--- src/rtl/alu8_pkg.sv ---
package alu8_pkg;
  localparam int DW  = 8;
  localparam int NW  = DW / 2;
  localparam int OPW = 5;
  localparam int SELW = $clog2(DW);

  localparam int FZ = 7;
  localparam int FN = 6;
  localparam int FH = 5;
  localparam int FC = 4;

  typedef enum logic [OPW-1:0] {
    OP_ADD  = 5'd0,  OP_ADC  = 5'd1,  OP_SUB  = 5'd2,  OP_SBC  = 5'd3,
    OP_CP   = 5'd4,  OP_INC  = 5'd5,  OP_DEC  = 5'd6,  OP_AND  = 5'd7,
    OP_OR   = 5'd8,  OP_XOR  = 5'd9,  OP_DAA  = 5'd10, OP_RLCA = 5'd11,
    OP_RRCA = 5'd12, OP_RLA  = 5'd13, OP_RRA  = 5'd14, OP_RLC  = 5'd15,
    OP_RRC  = 5'd16, OP_RL   = 5'd17, OP_RR   = 5'd18, OP_SLA  = 5'd19,
    OP_SRA  = 5'd20, OP_SRL  = 5'd21, OP_BIT  = 5'd22, OP_SET  = 5'd23,
    OP_RES  = 5'd24
  } alu_op_e;

  typedef struct packed {
    logic z;
    logic n;
    logic h;
    logic c;
  } flags_t;
endpackage

--- src/rtl/alu8_addsub.sv ---
module alu8_addsub
  import alu8_pkg::*;
(
  input  logic [DW-1:0]  a_i,
  input  logic [DW-1:0]  b_i,
  input  logic [OPW-1:0] op_i,
  input  flags_t         fin_i,
  output logic [DW-1:0]  res_o,
  output flags_t         fout_o
);
  logic          is_sub, is_step, use_cy;
  logic [DW-1:0] lhs, rhs;
  logic          cy;
  logic [NW:0]   lo_sum;
  logic [DW:0]   full_sum;

  always_comb begin
    is_sub  = (op_i == OP_SUB) || (op_i == OP_SBC) || (op_i == OP_CP) || (op_i == OP_DEC);
    is_step = (op_i == OP_INC) || (op_i == OP_DEC);
    use_cy  = (op_i == OP_ADC) || (op_i == OP_SBC);
    cy      = use_cy & fin_i.c;
    lhs     = is_step ? b_i : a_i;
    rhs     = is_step ? DW'(1) : b_i;
    if (is_sub) begin
      lo_sum   = {1'b0, lhs[NW-1:0]} - {1'b0, rhs[NW-1:0]} - (NW+1)'(cy);
      full_sum = {1'b0, lhs} - {1'b0, rhs} - (DW+1)'(cy);
    end else begin
      lo_sum   = {1'b0, lhs[NW-1:0]} + {1'b0, rhs[NW-1:0]} + (NW+1)'(cy);
      full_sum = {1'b0, lhs} + {1'b0, rhs} + (DW+1)'(cy);
    end
    res_o    = full_sum[DW-1:0];
    fout_o.z = (full_sum[DW-1:0] == '0);
    fout_o.n = is_sub;
    fout_o.h = lo_sum[NW];
    fout_o.c = is_step ? fin_i.c : full_sum[DW];
  end
endmodule

--- src/rtl/alu8_bitlogic.sv ---
module alu8_bitlogic
  import alu8_pkg::*;
(
  input  logic [DW-1:0]   a_i,
  input  logic [DW-1:0]   b_i,
  input  logic [SELW-1:0] sel_i,
  input  logic [OPW-1:0]  op_i,
  input  flags_t          fin_i,
  output logic [DW-1:0]   res_o,
  output flags_t          fout_o
);
  logic [DW-1:0] mask;

  for (genvar gi = 0; gi < DW; gi++) begin : g_mask
    assign mask[gi] = (sel_i == SELW'(gi));
  end

  always_comb begin
    res_o  = b_i;
    fout_o = fin_i;
    case (op_i)
      OP_AND: begin
        res_o  = a_i & b_i;
        fout_o = '{z: (res_o == '0), n: 1'b0, h: 1'b1, c: 1'b0};
      end
      OP_OR: begin
        res_o  = a_i | b_i;
        fout_o = '{z: (res_o == '0), n: 1'b0, h: 1'b0, c: 1'b0};
      end
      OP_XOR: begin
        res_o  = a_i ^ b_i;
        fout_o = '{z: (res_o == '0), n: 1'b0, h: 1'b0, c: 1'b0};
      end
      OP_BIT: begin
        res_o  = b_i;
        fout_o = '{z: ((b_i & mask) == '0), n: 1'b0, h: 1'b1, c: fin_i.c};
      end
      OP_SET: res_o = b_i | mask;
      OP_RES: res_o = b_i & ~mask;
      default: begin
        res_o  = b_i;
        fout_o = fin_i;
      end
    endcase
  end
endmodule

--- src/rtl/alu8_rotshift.sv ---
module alu8_rotshift
  import alu8_pkg::*;
(
  input  logic [DW-1:0]  a_i,
  input  logic [DW-1:0]  b_i,
  input  logic [OPW-1:0] op_i,
  input  flags_t         fin_i,
  output logic [DW-1:0]  res_o,
  output flags_t         fout_o
);
  logic          short_form;
  logic          out_bit;
  logic [DW-1:0] src;

  always_comb begin
    short_form = (op_i == OP_RLCA) || (op_i == OP_RRCA) ||
                 (op_i == OP_RLA)  || (op_i == OP_RRA);
    src     = short_form ? a_i : b_i;
    res_o   = src;
    out_bit = fin_i.c;
    case (op_i)
      OP_RLCA, OP_RLC: begin res_o = {src[DW-2:0], src[DW-1]}; out_bit = src[DW-1]; end
      OP_RRCA, OP_RRC: begin res_o = {src[0], src[DW-1:1]};    out_bit = src[0];    end
      OP_RLA,  OP_RL:  begin res_o = {src[DW-2:0], fin_i.c};   out_bit = src[DW-1]; end
      OP_RRA,  OP_RR:  begin res_o = {fin_i.c, src[DW-1:1]};   out_bit = src[0];    end
      OP_SLA:          begin res_o = {src[DW-2:0], 1'b0};      out_bit = src[DW-1]; end
      OP_SRA:          begin res_o = {src[DW-1], src[DW-1:1]}; out_bit = src[0];    end
      OP_SRL:          begin res_o = {1'b0, src[DW-1:1]};      out_bit = src[0];    end
      default:         begin res_o = src;                      out_bit = fin_i.c;   end
    endcase
    fout_o.z = short_form ? 1'b0 : (res_o == '0);
    fout_o.n = 1'b0;
    fout_o.h = 1'b0;
    fout_o.c = out_bit;
  end
endmodule

--- src/rtl/alu8_decadj.sv ---
module alu8_decadj
  import alu8_pkg::*;
(
  input  logic [DW-1:0] a_i,
  input  flags_t        fin_i,
  output logic [DW-1:0] res_o,
  output flags_t        fout_o
);
  localparam logic [DW-1:0] LO_FIX = DW'(6);
  localparam logic [DW-1:0] HI_FIX = DW'(8'h60);
  localparam logic [DW-1:0] HI_LIM = DW'(8'h99);
  localparam logic [NW-1:0] LO_LIM = NW'(9);

  logic [DW-1:0] adj;
  logic          hi_need;

  always_comb begin
    adj     = '0;
    hi_need = 1'b0;
    if (fin_i.n) begin
      if (fin_i.h) adj = adj | LO_FIX;
      if (fin_i.c) adj = adj | HI_FIX;
      res_o   = a_i - adj;
      hi_need = fin_i.c;
    end else begin
      if (fin_i.h || (a_i[NW-1:0] > LO_LIM)) adj = adj | LO_FIX;
      hi_need = fin_i.c || (a_i > HI_LIM);
      if (hi_need) adj = adj | HI_FIX;
      res_o = a_i + adj;
    end
    fout_o.z = (res_o == '0);
    fout_o.n = fin_i.n;
    fout_o.h = 1'b0;
    fout_o.c = hi_need;
  end
endmodule

--- src/rtl/alu8_core.sv ---
module alu8_core
  import alu8_pkg::*;
(
  input  logic [7:0] acc_i,
  input  logic [7:0] opnd_i,
  input  logic [7:0] flags_i,
  input  logic [4:0] op_i,
  input  logic [2:0] bit_sel_i,
  output logic [7:0] result_o,
  output logic [7:0] flags_o,
  output logic       wr_en_o
);
  flags_t        fin;
  logic [DW-1:0] as_res, bl_res, rs_res, da_res;
  flags_t        as_f, bl_f, rs_f, da_f;
  flags_t        fsel;

  assign fin = '{z: flags_i[FZ], n: flags_i[FN], h: flags_i[FH], c: flags_i[FC]};

  alu8_addsub u_addsub (
    .a_i(acc_i), .b_i(opnd_i), .op_i(op_i), .fin_i(fin),
    .res_o(as_res), .fout_o(as_f)
  );

  alu8_bitlogic u_bitlogic (
    .a_i(acc_i), .b_i(opnd_i), .sel_i(bit_sel_i), .op_i(op_i), .fin_i(fin),
    .res_o(bl_res), .fout_o(bl_f)
  );

  alu8_rotshift u_rotshift (
    .a_i(acc_i), .b_i(opnd_i), .op_i(op_i), .fin_i(fin),
    .res_o(rs_res), .fout_o(rs_f)
  );

  alu8_decadj u_decadj (
    .a_i(acc_i), .fin_i(fin),
    .res_o(da_res), .fout_o(da_f)
  );

  always_comb begin
    result_o = '0;
    fsel     = fin;
    wr_en_o  = 1'b1;
    case (op_i)
      OP_ADD, OP_ADC, OP_SUB, OP_SBC, OP_INC, OP_DEC: begin
        result_o = as_res; fsel = as_f;
      end
      OP_CP: begin
        result_o = as_res; fsel = as_f; wr_en_o = 1'b0;
      end
      OP_AND, OP_OR, OP_XOR, OP_SET, OP_RES: begin
        result_o = bl_res; fsel = bl_f;
      end
      OP_BIT: begin
        result_o = bl_res; fsel = bl_f; wr_en_o = 1'b0;
      end
      OP_RLCA, OP_RRCA, OP_RLA, OP_RRA, OP_RLC, OP_RRC, OP_RL, OP_RR,
      OP_SLA, OP_SRA, OP_SRL: begin
        result_o = rs_res; fsel = rs_f;
      end
      OP_DAA: begin
        result_o = da_res; fsel = da_f;
      end
      default: begin
        result_o = '0; fsel = fin; wr_en_o = 1'b0;
      end
    endcase
    flags_o = {fsel.z, fsel.n, fsel.h, fsel.c, 4'b0000};
  end
endmodule

--- config.mk ---
export PLATFORM = sky130hd
export DESIGN_NAME = alu8_core
export DESIGN_NICKNAME = d
export VERILOG_FILES = /design/src/rtl/alu8_pkg.sv /design/src/rtl/alu8_addsub.sv /design/src/rtl/alu8_bitlogic.sv /design/src/rtl/alu8_rotshift.sv /design/src/rtl/alu8_decadj.sv /design/src/rtl/alu8_core.sv
export SDC_FILE = /design/constraint.sdc
export NUM_CORES = 1
export LEC_CHECK = 0
export ABC_AREA = 0
export BUFFER_PORTS_ARGS = -buffer_cell sky130_fd_sc_hd__buf_2
export CAP_MARGIN = 20
export CORE_AREA = 10 10 93 95
export DETAILED_ROUTE_END_ITERATION = 16
export DIE_AREA = 0 0 103 105
export PLACE_DENSITY_LB_ADDON = 0.12
export SYNTH_ARGS = -nofsm -noshare
export SYNTH_HDL_FRONTEND = slang
export SYNTH_HIERARCHICAL = 1
export SYNTH_SLANG_ARGS = --single-unit
--- constraint.sdc ---
create_clock -name vclk -period 9.25
set_clock_uncertainty 0.15 [all_clocks]
set_input_delay 1.85 -clock vclk [all_inputs]
set_output_delay 1.85 -clock vclk [all_outputs]
set_load 0.05 [all_outputs]
==> results.sh <==
export IMPL_outcome="finished clean"
export IMPL_cp_data_required_time_ps=7250
export IMPL_first_global_vias=3853
export IMPL_power_density_nw_per_um2=75.35
export IMPL_clock_fmax_ghz=0.1235
export IMPL_io_pins=49
export IMPL_grt_util_all_layers_pct=21.58
export IMPL_wirelength_mm=12.44
export IMPL_drt_pass1_iter_count=6
export IMPL_crit_path_start="op_i[4]"
export IMPL_synthTopCellsByArea="ha_1 15%, nand2_1 6.9%, a21oi_1 4.9%"
export IMPL_ys_warn_count=6
export IMPL_dr_total_vias=4222
export IMPL_nClkBuffers=0
export IMPL_fillers=685
export IMPL_fin_crit_sh_pct=87.56
export IMPL_drive_gt1_share_pct=15.14
export IMPL_regArea_sq_um=0
export IMPL_cts_hold_buf=0
export IMPL_whs_ps=4127
export IMPL_gp_congestion=0.9924
export IMPL_synth_distinct_cells=89
export IMPL_setup_violations=0
export IMPL_antenna_found_initial=0
export IMPL_post_cts_setup_buffer_count=0
export IMPL_slew_viol_final=0
export IMPL_postSynthAreaPerCell_sq_um=6.930
export IMPL_routedWlPerCell_microns=19.58
export IMPL_area_growth_pct=2.598
export IMPL_hpwl_mm=9.586
export IMPL_grt_setup_unrepaired="no"
export IMPL_power_uw=290.4
export IMPL_grt_pass1_wl_mm=19.44
export IMPL_stdcell_count=635
export IMPL_diodes=0
export IMPL_cp_num_buf_inv=3
export IMPL_fin_crit_ps=8099
export IMPL_crit_chain="buf_2, nor3b_2, and2_1, mux2i_1, fa_1, inv_1, fa_1, o21a_1, nor2_1, xor2_1, mux2i_1, nor4_1, or3b_1, a2111oi_2, a222oi_1, nand2_1, buf_2"
export IMPL_cts_repair_resized=0
export IMPL_grt_overflow_total=0
export IMPL_worst_setup_path_type="input pin to primary output"
export IMPL_syn_inst=542
export IMPL_final_common_cell="nand2_1"
export IMPL_fp_dieW_microns=103
export IMPL_dpl_cell_area_sq_um=3854
export IMPL_slew_headroom_pct=46.89
export IMPL_crit_path_start_kind="input pin"
export IMPL_port_buffers=41
export IMPL_syn_area_sq_um=3756
export IMPL_die_h_microns=105
export IMPL_p_leak_uw=0.001793
export IMPL_worst_pin_slew_ps=796.7
export IMPL_path_delay_family="simple AND/OR/NAND/NOR gates"
export IMPL_slowest_delay_ps=440
export IMPL_synth_top_area_share_pct=14.66
export IMPL_yosysSeqAreaShare_pct=0
export IMPL_core_sq_um=6756
export IMPL_placementRows=30
export IMPL_fin_area_sq_um=3854
export IMPL_worst_path_stages=17
export IMPL_final_cell_mix="69 x nand2_1, 48 x inv_1, 44 x ha_1"
export IMPL_dieArea_sq_um=10820
export IMPL_drv_cap=0
export IMPL_drt_initial_drc_count=417
export IMPL_ant_nets=0
export IMPL_grt_max_degree=48
export IMPL_cp_end_kind="primary output"
export IMPL_cp_data_arrival_time_ps=6100
export IMPL_hold_viol=0
export IMPL_start_util_pct=55.59
export IMPL_routed_via_density=6.649
export IMPL_yosys_area_top_type="ha_1"
export IMPL_crit_fanout=24
export IMPL_post_place_cells=635
export IMPL_drcViolationCount=0
export IMPL_nFlopsAndLatches=0
export IMPL_layout_nets=637
export IMPL_min_path_type="input pin to primary output"
export IMPL_crit_path_end="flags_o[7]"
export IMPL_peakVddDrop_mv=0.05891
export IMPL_slowest_stage="fa_1"
export IMPL_tns_ps=0
-- cell families (layout without fill, tap and decap cells) --
kind of cell	Yosys count	count (layout)	synth area share, %
simple gates	206	206	29.85
mux	16	16	4.597
buf+inv	87	96	11.83
compound gates	161	161	31.71
fa+ha+maj	49	49	17.06
xor+xnor	20	20	4.664
other cells	3	7	0.2998
-- cell usage after synthesis (4+ instances only) --
| master | n |
|---|---|
| a211o_1 | 5 |
| a211oi_1 | 5 |
| a21boi_0 | 4 |
| a21o_1 | 4 |
| a21oi_1 | 37 |
| a221oi_1 | 4 |
| a222oi_1 | 10 |
| a22oi_1 | 8 |
| and2_1 | 13 |
| and3b_1 | 4 |
| buf_2 | 10 |
| buf_4 | 12 |
| buf_6 | 8 |
| clkbuf_1 | 6 |
| fa_1 | 4 |
| ha_1 | 44 |
| inv_1 | 48 |
| mux2i_1 | 11 |
| nand2_1 | 69 |
| nand2b_1 | 9 |
| nand3_1 | 11 |
| nand3b_1 | 6 |
| nor2_1 | 32 |
| nor2b_1 | 5 |
| nor3_1 | 13 |
| nor4_1 | 6 |
| o211ai_1 | 8 |
| o21a_1 | 6 |
| o21ai_0 | 15 |
| o21ai_1 | 4 |
| o221ai_1 | 5 |
| o31ai_1 | 5 |
| or2_2 | 7 |
| xnor2_1 | 11 |
| xor2_1 | 9 |
-- how the worst min path moves through the flow --
stage,from,to,cells past startpoint
6_report,flags_i[7],flags_o[7],4
5_1_grt,flags_i[7],flags_o[7],4
4_1_cts,flags_i[7],flags_o[7],4
3_5_place_dp,flags_i[7],flags_o[7],4
3_3_place_gp,flags_i[7],flags_o[7],4
2_1_floorplan,op_i[3],wr_en_o,3
-- where the power goes --
| group | switching, uW | total, uW | internal [uW] |
|---|---|---|---|
| combinational | 189 | 290 | 101 |
| sequential | 0 | 0 | 0 |
| clock | 0 | 0 | 0 |
| total | 189 | 290 | 101 |
-- cell type report --
class              instances  area (sq um)  area share [%]
multi-input cells        459          3327           86.33
repair buffers            45         235.2           6.104
inverters                 51         191.4           4.968
well taps                 80         100.1           2.597
-- routing by layer --
metal	wire [microns]	share of wire (%)	GRT usage [%]
met1	5061	41	28.30
met4	459	3.7	7.853
met5	0	0	0
met2	5705	46	34.85
met3	1209	9.7	2.503
-- stage by stage --
stage,utilization [%],setup WS (ps)
after floorplan,-,1778
after detailed placement,57.04,1194
after CTS,57.04,1188
after global placement,57.04,1277
final,57.04,1151
after global routing,57.04,872.6
Note: power is estimated with default switching activity, not from simulation.
